$ cat config.mk
export PLATFORM = sky130hd
export DESIGN_NAME = acc_fetch_seq
export DESIGN_NICKNAME = d
export VERILOG_FILES = /design/src/rtl/acc_seq_pkg.sv /design/src/rtl/seq_timer.sv /design/src/rtl/fetch_regs.sv /design/src/rtl/op_decoder.sv /design/src/rtl/acc_fetch_seq.sv
export SDC_FILE = /design/constraint.sdc
export NUM_CORES = 1
export LEC_CHECK = 0
export ABC_AREA = 1
export BUFFER_PORTS_ARGS = -buffer_cell sky130_fd_sc_hd__buf_2
export CAP_MARGIN = 30
export CORE_AREA = 2 2 74 76
export CTS_BUF_LIST = sky130_fd_sc_hd__clkbuf_4 sky130_fd_sc_hd__clkbuf_8 sky130_fd_sc_hd__clkbuf_16
export CTS_CLUSTER_SIZE = 30
export DETAILED_ROUTE_END_ITERATION = 10
export DIE_AREA = 0 0 76 78
export PLACE_DENSITY_LB_ADDON = 0.15
export SYNTH_ARGS = -nofsm -noshare
export SYNTH_HDL_FRONTEND = slang
export SYNTH_SLANG_ARGS = --single-unit
$ cat constraint.sdc
create_clock -name clk -period 3.6 [get_ports clk]
set_clock_uncertainty 0.1 [all_clocks]
set_input_delay 0.36 -clock clk [delete_from_list [all_inputs] [get_ports clk]]
set_output_delay 0.36 -clock clk [all_outputs]
set_load 0.02 [all_outputs]
$ cat src/rtl/acc_seq_pkg.sv
package acc_seq_pkg;
  // Timing steps of the sequencer
  typedef enum logic [2:0] {
    ST_T0  = 3'd0,  // address register <- PC, read request
    ST_T1  = 3'd1,  // IR <- memory word, PC + 1
    ST_T2  = 3'd2,  // decode, address field, indirect flag
    ST_IRD = 3'd3,  // indirect: read request at address register
    ST_IWB = 3'd4,  // indirect: address register <- effective address
    ST_EXE = 3'd5   // stub execute
  } step_e;
endpackage

$ cat src/rtl/seq_timer.sv
module seq_timer
  import acc_seq_pkg::*;
#(
  parameter int EXEC_CYCLES = 2
) (
  input  logic  clk,
  input  logic  rst,
  input  logic  ind_bit,
  output step_e step,
  output logic  exe_last
);
  localparam int CW = (EXEC_CYCLES > 1) ? $clog2(EXEC_CYCLES) : 1;
  localparam logic [CW-1:0] LAST = CW'(EXEC_CYCLES - 1);

  logic [CW-1:0] cnt;

  assign exe_last = (step == ST_EXE) && (cnt == LAST);

  always_ff @(posedge clk) begin
    if (rst) begin
      step <= ST_T0;
      cnt  <= '0;
    end else begin
      case (step)
        ST_T0:   step <= ST_T1;
        ST_T1:   step <= ST_T2;
        ST_T2: begin
          step <= ind_bit ? ST_IRD : ST_EXE;
          cnt  <= '0;
        end
        ST_IRD:  step <= ST_IWB;
        ST_IWB: begin
          step <= ST_EXE;
          cnt  <= '0;
        end
        ST_EXE: begin
          if (exe_last) step <= ST_T0;
          else          cnt  <= cnt + 1'b1;
        end
        default: step <= ST_T0;
      endcase
    end
  end

  p_t0_to_t1_r2: assert property (@(posedge clk) disable iff (rst)
    step == ST_T0 |=> step == ST_T1);
  p_ind_branch_r6: assert property (@(posedge clk) disable iff (rst)
    (step == ST_T2 && ind_bit) |=> step == ST_IRD);
  p_direct_skip_r6: assert property (@(posedge clk) disable iff (rst)
    (step == ST_T2 && !ind_bit) |=> step == ST_EXE);
  p_exec_return_r7: assert property (@(posedge clk) disable iff (rst)
    exe_last |=> step == ST_T0);
endmodule

$ cat src/rtl/fetch_regs.sv
module fetch_regs
  import acc_seq_pkg::*;
#(
  parameter int DATA_W = 16,
  parameter int ADDR_W = 12
) (
  input  logic              clk,
  input  logic              rst,
  input  step_e             step,
  input  logic [DATA_W-1:0] mem_rdata,
  output logic [ADDR_W-1:0] pc,
  output logic [ADDR_W-1:0] ar,
  output logic [DATA_W-1:0] ir,
  output logic              ind
);
  function automatic logic [ADDR_W-1:0] pc_next(input logic [ADDR_W-1:0] p);
    return ADDR_W'(p + 1'b1);
  endfunction

  function automatic logic [ADDR_W-1:0] addr_field(input logic [DATA_W-1:0] w);
    return w[ADDR_W-1:0];
  endfunction

  function automatic logic ind_field(input logic [DATA_W-1:0] w);
    return w[DATA_W-1];
  endfunction

  always_ff @(posedge clk) begin
    if (rst) begin
      pc  <= '0;
      ar  <= '0;
      ir  <= '0;
      ind <= 1'b0;
    end else begin
      case (step)
        ST_T0: ar <= pc;
        ST_T1: begin
          ir <= mem_rdata;
          pc <= pc_next(pc);
        end
        ST_T2: begin
          ar  <= addr_field(ir);
          ind <= ind_field(ir);
        end
        ST_IWB: ar <= addr_field(mem_rdata);
        default: ;
      endcase
    end
  end

  p_pc_inc_r3: assert property (@(posedge clk) disable iff (rst)
    step == ST_T1 |=> pc == ADDR_W'($past(pc) + 1'b1));
  p_pc_hold_r3: assert property (@(posedge clk) disable iff (rst)
    step != ST_T1 |=> $stable(pc));
  p_ar_load_r2: assert property (@(posedge clk) disable iff (rst)
    step == ST_T0 |=> ar == $past(pc));
  p_ar_field_r5: assert property (@(posedge clk) disable iff (rst)
    step == ST_T2 |=> (ar == $past(ir[ADDR_W-1:0]) && ind == $past(ir[DATA_W-1])));
endmodule

$ cat src/rtl/op_decoder.sv
module op_decoder #(
  parameter int OPC_W = 3,
  localparam int NLINES = 1 << OPC_W
) (
  input  logic              clk,
  input  logic              rst,
  input  logic              load,
  input  logic [OPC_W-1:0]  opc,
  output logic [NLINES-1:0] dec
);
  logic [NLINES-1:0] dec_n;

  for (genvar k = 0; k < NLINES; k++) begin : g_line
    assign dec_n[k] = (opc == OPC_W'(k));
  end

  always_ff @(posedge clk) begin
    if (rst)       dec <= '0;
    else if (load) dec <= dec_n;
  end

  p_dec_onehot_r4: assert property (@(posedge clk) disable iff (rst)
    load |=> $countones(dec) == 1);
  p_dec_hold_r4: assert property (@(posedge clk) disable iff (rst)
    !load |=> $stable(dec));
endmodule

$ cat src/rtl/acc_fetch_seq.sv
module acc_fetch_seq
  import acc_seq_pkg::*;
#(
  parameter int DATA_W      = 16,
  parameter int ADDR_W      = 12,
  parameter int OPC_W       = 3,
  parameter int EXEC_CYCLES = 2,
  localparam int NLINES     = 1 << OPC_W
) (
  input  logic              clk,
  input  logic              rst,
  input  logic [DATA_W-1:0] mem_rdata,
  output logic [ADDR_W-1:0] mem_addr,
  output logic              mem_rd,
  output logic [ADDR_W-1:0] pc,
  output logic [ADDR_W-1:0] ar,
  output logic [DATA_W-1:0] ir,
  output logic              ind,
  output logic [NLINES-1:0] dec,
  output logic              fetch_start,
  output logic              exec_busy
);
  step_e step;
  logic  exe_last;
  logic  in_t0, in_ird;

  seq_timer #(.EXEC_CYCLES(EXEC_CYCLES)) u_timer (
    .clk      (clk),
    .rst      (rst),
    .ind_bit  (ir[DATA_W-1]),
    .step     (step),
    .exe_last (exe_last)
  );

  fetch_regs #(.DATA_W(DATA_W), .ADDR_W(ADDR_W)) u_regs (
    .clk       (clk),
    .rst       (rst),
    .step      (step),
    .mem_rdata (mem_rdata),
    .pc        (pc),
    .ar        (ar),
    .ir        (ir),
    .ind       (ind)
  );

  op_decoder #(.OPC_W(OPC_W)) u_dec (
    .clk  (clk),
    .rst  (rst),
    .load (step == ST_T2),
    .opc  (ir[DATA_W-2 -: OPC_W]),
    .dec  (dec)
  );

  assign in_t0       = (step == ST_T0) && !rst;
  assign in_ird      = (step == ST_IRD) && !rst;
  assign fetch_start = in_t0;
  assign mem_rd      = in_t0 || in_ird;
  assign mem_addr    = in_t0 ? pc : ar;
  assign exec_busy   = (step == ST_EXE) && !rst;

  p_fetch_pulse_r8: assert property (@(posedge clk) disable iff (rst)
    fetch_start |=> !fetch_start);
  p_rd_source_r9: assert property (@(posedge clk) disable iff (rst)
    mem_rd |-> (fetch_start || step == ST_IRD));
  p_exec_then_fetch_r7: assert property (@(posedge clk) disable iff (rst)
    (exec_busy && exe_last) |=> fetch_start);
endmodule

======== Word-level counts from Yosys, hierarchy flattened ========
Index checks and enable logic that the tools add are counted.
word-level totals
  input port bits ......................... 18
  register bits ........................... 53
operators by class
  mux-type cells .......................... 7
  equal/unequal tests ..................... 14
  reductions and logical operators ........ 12
  $add $sub $neg .......................... 2
operators with widths
  cell                     count
  $pmux W12 S3             1
  $eq A3 B3 Y1 const B     6
  $pmux W3 S6              1
  $add A12 B1 Y12 const B  1
  $eq A3 B2 Y1 const B     4
  $mux W12                 1
  $eq A3 B1 Y1 const B     2
  $logic_not A3 Y1         2
  $mux W3                  2
  $logic_and A1 B1 Y1      4
  $ne A2 B2 Y1 const B     2
  $reduce_bool A3 Y1       1
  $pmux W1 S2              1
  $reduce_and A2 Y1        1
  $reduce_bool A2 Y1       1
  $reduce_or A2 Y1         1
  $add A1 B1 Y1 const B    1
  $logic_not A1 Y1         1
  $logic_or A1 B1 Y1       1
  $mux W1                  1

======== Depth between registers and ports, before layout ========
  depth in word-level cells ............... 4
  gate-level depth with buffers ........... 9
  depth with buffers taken out ............ 7

======== Modules after synthesis ========
Synthesis repeated with hierarchy kept, for this count alone.
second synthesis, totals
  cells, all modules ...................... 402
  area, all modules ....................... 2,650.0 µm²
modules (own cells, without submodules)
  module         area an instance (µm²)  instances  cells each
  fetch_regs     1,889.3                 1          279
  op_decoder     336.6                   1          44
  acc_fetch_seq  241.5                   1          51
  seq_timer      182.7                   1          28

======== Least setup slack after synthesis ========
No wires, ideal clock.
  kind .................................... flip-flop to output port
  from .................................... register u_timer.step[0]
  to ...................................... output port mem_addr[10]
  setup slack ............................. 1.703 ns
  buffers on the path ..................... 2
  stages on the path, launching flop included .. 8
  arrival ................................. 1.437 ns
  data required time ...................... 3.140 ns
  cells stage by stage .................... dfxtp_1 > buf_6 > inv_2 > nand2_4 > nor2_4 > inv_2 > buf_6 > o21ai_0
between the ends
  cells in the longest elaborated chain, start to end .. 3
ends and longest elaborated chain
  item                      line                 source
  start: declaration        seq_timer.sv:9       output step_e step,
  start signal: assignment  seq_timer.sv:28      step <= ind_bit ? ST_IRD : ST_EXE;
  $logic_not A3 Y1          acc_fetch_seq.sv:54  assign in_t0 = (step == ST_T0) && !rst;
  $logic_and A1 B1 Y1       acc_fetch_seq.sv:54
  named net fetch_start     acc_fetch_seq.sv:20  output logic fetch_start,
  $mux W12                  acc_fetch_seq.sv:58  assign mem_addr = in_t0 ? pc : ar;
  end: declaration          acc_fetch_seq.sv:13  output logic [ADDR_W-1:0] mem_addr,
The timed path passes the listed nets, and every way through them passes these cells.

======== Worst setup path after layout ========
  from .................................... register u_timer.step[0]
  to ...................................... output port mem_addr[1]
between the ends
  cells in the longest elaborated chain, start to end .. 3
ends and longest elaborated chain
  item                 line
  $logic_not A3 Y1     acc_fetch_seq.sv:54
  $logic_and A1 B1 Y1  acc_fetch_seq.sv:54
  $mux W12             acc_fetch_seq.sv:58
No other way between the ends.

==> impl_results.md <==
* Internal power at around 0.00099 W
* Post-DP Area at a little under 3000 sq um
* Vias at 2569
* Hold Path Sink: u_regs.ir[10]
* Combinational Power Share at 0.303
* Pre-Repair DR Iteration Count at 5
* Cell chain of the critical path: inv_2 -> nand2_4 -> nor2_4 -> inv_2 -> nand2_1 -> o21ai_0 -> buf_2
* Finished layout cell area at ~3000 sq um
* Synth Register Bits at between 50 and 60
* Sequential-to-total area share from yosys stat at 0.420
* Die Y-Extent at slightly below 80 microns
* Final period utilization at 0.615
* Min Tclk post-route at around 2.2 ns
* P_leak at about 1.4 nW
* Worst setup margin at around 1.4 ns
* Iter 0 DRT Violations at roughly 170
* Largest net degree at the start of global routing at 30
* Area of the core at around 5000 sq um
* Root buf cell: clkbuf_8
* Pwr Total at between 0.0015 and 0.002 W
* Port Buf Inserts at 81
* Total GRT Usage at 0.224
* Final Hold Fails at 0
* Net switching power at between 0.0005 and 0.0006 W
* Crit path top cell by count: inv_2
* Starting Density at 0.501
* Die area at just under 6000 sq um
* Reg area at 1060 sq um
* Layout area overhead at 18.3%
* R2r startpoint: u_timer.step[0]
* WL/cell at ~13 microns
* Post-route ant nets at 0
* Slowest stage delay, CP at between 0.5 and 0.6 ns
* Fin nets at between 400 and 500
* Max Freq at ~450 MHz
* Antenna violations before repair at 0
* Hold Buf Count CTS at 0
* # resized after CTS at 0
* Crit path required time at ~3.1 ns
* CP endpoint kind: primary output
* Yosys warns at 0
* Critical path arrival at around 1.8 ns
* Critical path class: flop to primary output
* # H-tree levels at 2
* Worst-path maximum fanout at 22
* Residual DRC count at 0
* Die W at 76 microns
* Diodes inserted at 0
* Startpoint types: flop
* Synth Instances at 367
* Worst skew pair latency at approximately 0.30 ns
* Multi-input logic area at around 1200 sq um
* RePlAce Congestion at roughly 0.87
* Fill cells at about 500
* Synth Net Count at roughly 390
* Slew margin rel. at 0.559
* Pre-CTS WS at ~1.4 ns
* Most frequent cells in the layout: nand2_1, buf_2, dfxtp_1
* Vias in the first global route at approximately 2400
* Overflow after GRT at 0
* R2R depth at 6
* Cell family with most CP delay: buffers and inverters
* CTS buffer count at 5
* Seq pwr share at 0.447
* Share of layout cells above drive strength 1 at 0.236
* Distinct cell type count after synthesis at 27
* Max capacitance violation total at 0
* Final setup fails at 0
* Hold Startpoint: mem_rdata[10]
* Hold Crit Depth at 3
* First-pass GRT wire length at 10.9 mm
* WP depth at 7
* Reg-to-Reg End: u_regs.ar[7]
* Worst path bufs/invs at 3
* Slew of the pin with the lowest slew margin at approximately 0.66 ns
* Clock-pin slew on the worst setup and hold paths at around 0.090 ns
* Maximum vdd drop at 0.262 mV
* Setup Buffers After CTS at 0
* CTS tree: yes
* Status: complete, no violations
* Slowest-stage cell, CP: dfxtp_1
* Core Util, Final at 0.593
* Pwr Density at between 500 and 600 nW/um^2
* Mapped Area at 2530 sq um
* Post-DR vias/cell at around 5
* Commonest non-fill, non-tap cell in the layout: nand2_1
* Switching Fraction at 0.370
* RSZ-0062 raised after global routing: no
* WL final at roughly 6.6 mm
* # IOs at 82
* Worst Hold Class: input port to flop
* FP Rows at 26
* Fin. max-slew vios at 0
* Reg2Reg Setup Slack at between 1.5 and 2 ns
* Clk buf depth at 2
* Avg Cell Area, Syn at just under 7 sq um
* Clock power share at 0.250
* Detailed Place HPWL at around 4.6 mm
* Clock Sink Count at 53
* Sum Neg Setup Slack at 0 ns
==> power by group through the flow <==
stage	clock [W]	combinational, W	sequential, W
CTS	0.000396	0.000478	0.000702
global route	0.000418	0.000529	0.000713
global placement	0	0.000468	0.000716
detailed placement	0	0.000476	0.000715
floorplan	0	0.000307	0.000767
finish	0.000394	0.000476	0.000704
==> routing by layer <==
metal	global-route usage	vias up	wire (microns)
met5	0	-	0
met4	0.0800	0	75
met3	0.0512	7	400
met2	0.363	93	3040
met1	0.293	1153	3080
li1	-	1316	-
==> through the flow <==
stage               cells  hold WS [ns]
floorplan             367         0.352
global placement      500         0.352
detailed placement    500         0.355
CTS                   507         0.208
global route          507         0.209
finish                507         0.207
==> worst max-delay path by stage <==
| stage | end | start |
|---|---|---|
| 5_1_grt | mem_addr[1] | rst |
| 3_5_place_dp | mem_addr[1] | rst |
| 4_1_cts | mem_addr[1] | u_timer.step[0] |
| 3_3_place_gp | mem_addr[1] | rst |
| 2_1_floorplan | mem_addr[10] | u_timer.step[0] |
| 6_report | mem_addr[1] | u_timer.step[0] |
==> cell families after synthesis <==
group | synth area share
AO/OA/AOI/OAI | 0.142
adder cells (fa/ha/maj) | 0.00495
buffers and inverters | 0.103
flip-flops | 0.420
AND/OR/NAND/NOR | 0.331
==> flip-flops by register name, summed over array words and instances (netlist names) <==
register	count
u_dec.dec	8
u_regs.ar	12
u_regs.ind	1
u_regs.ir	16
u_regs.pc	12
u_timer.cnt	1
u_timer.step	3
==> cell usage after synthesis <==
cell,number,area share
nand2_1,97,0.14
nand3_4,1,0.0069
nand3_1,22,0.044
nand3b_1,1,0.0030
buf_2,5,0.0099
nand3_2,1,0.0040
buf_4,5,0.015
clkinv_1,1,0.0015
nand2_2,1,0.0025
o21ai_1,3,0.0059
a21oi_1,36,0.071
o21ai_0,30,0.059
nand4_1,12,0.030
buf_1,1,0.0015
or2_2,1,0.0025
clkbuf_1,2,0.0030
inv_1,26,0.039
inv_2,5,0.0074
nor2_1,50,0.074
nand2_4,1,0.0045
buf_6,6,0.027
nor2_2,1,0.0025
nor2_4,3,0.013
o22ai_1,1,0.0025
ha_1,1,0.0049
dfxtp_1,53,0.42
a31oi_1,1,0.0025
==> area by class of cell <==
class                           count  area share
Multi-Input combinational cell    263       0.403
Sequential cell                    53       0.355
Timing Repair Buffer               82       0.138
Inverter                           32      0.0402
Tap cell                           70      0.0293
Clock buffer                        5      0.0230
Clock inverter                      2      0.0117
==> worst register-to-register path, delay by kind of cell (launching register included) <==
kind,cells,cell delay (ns)
and+or+nand+nor,5,1.07
buffers and inverters,1,0.14
DFF,1,0.41
(Power assumes the default switching activity.)
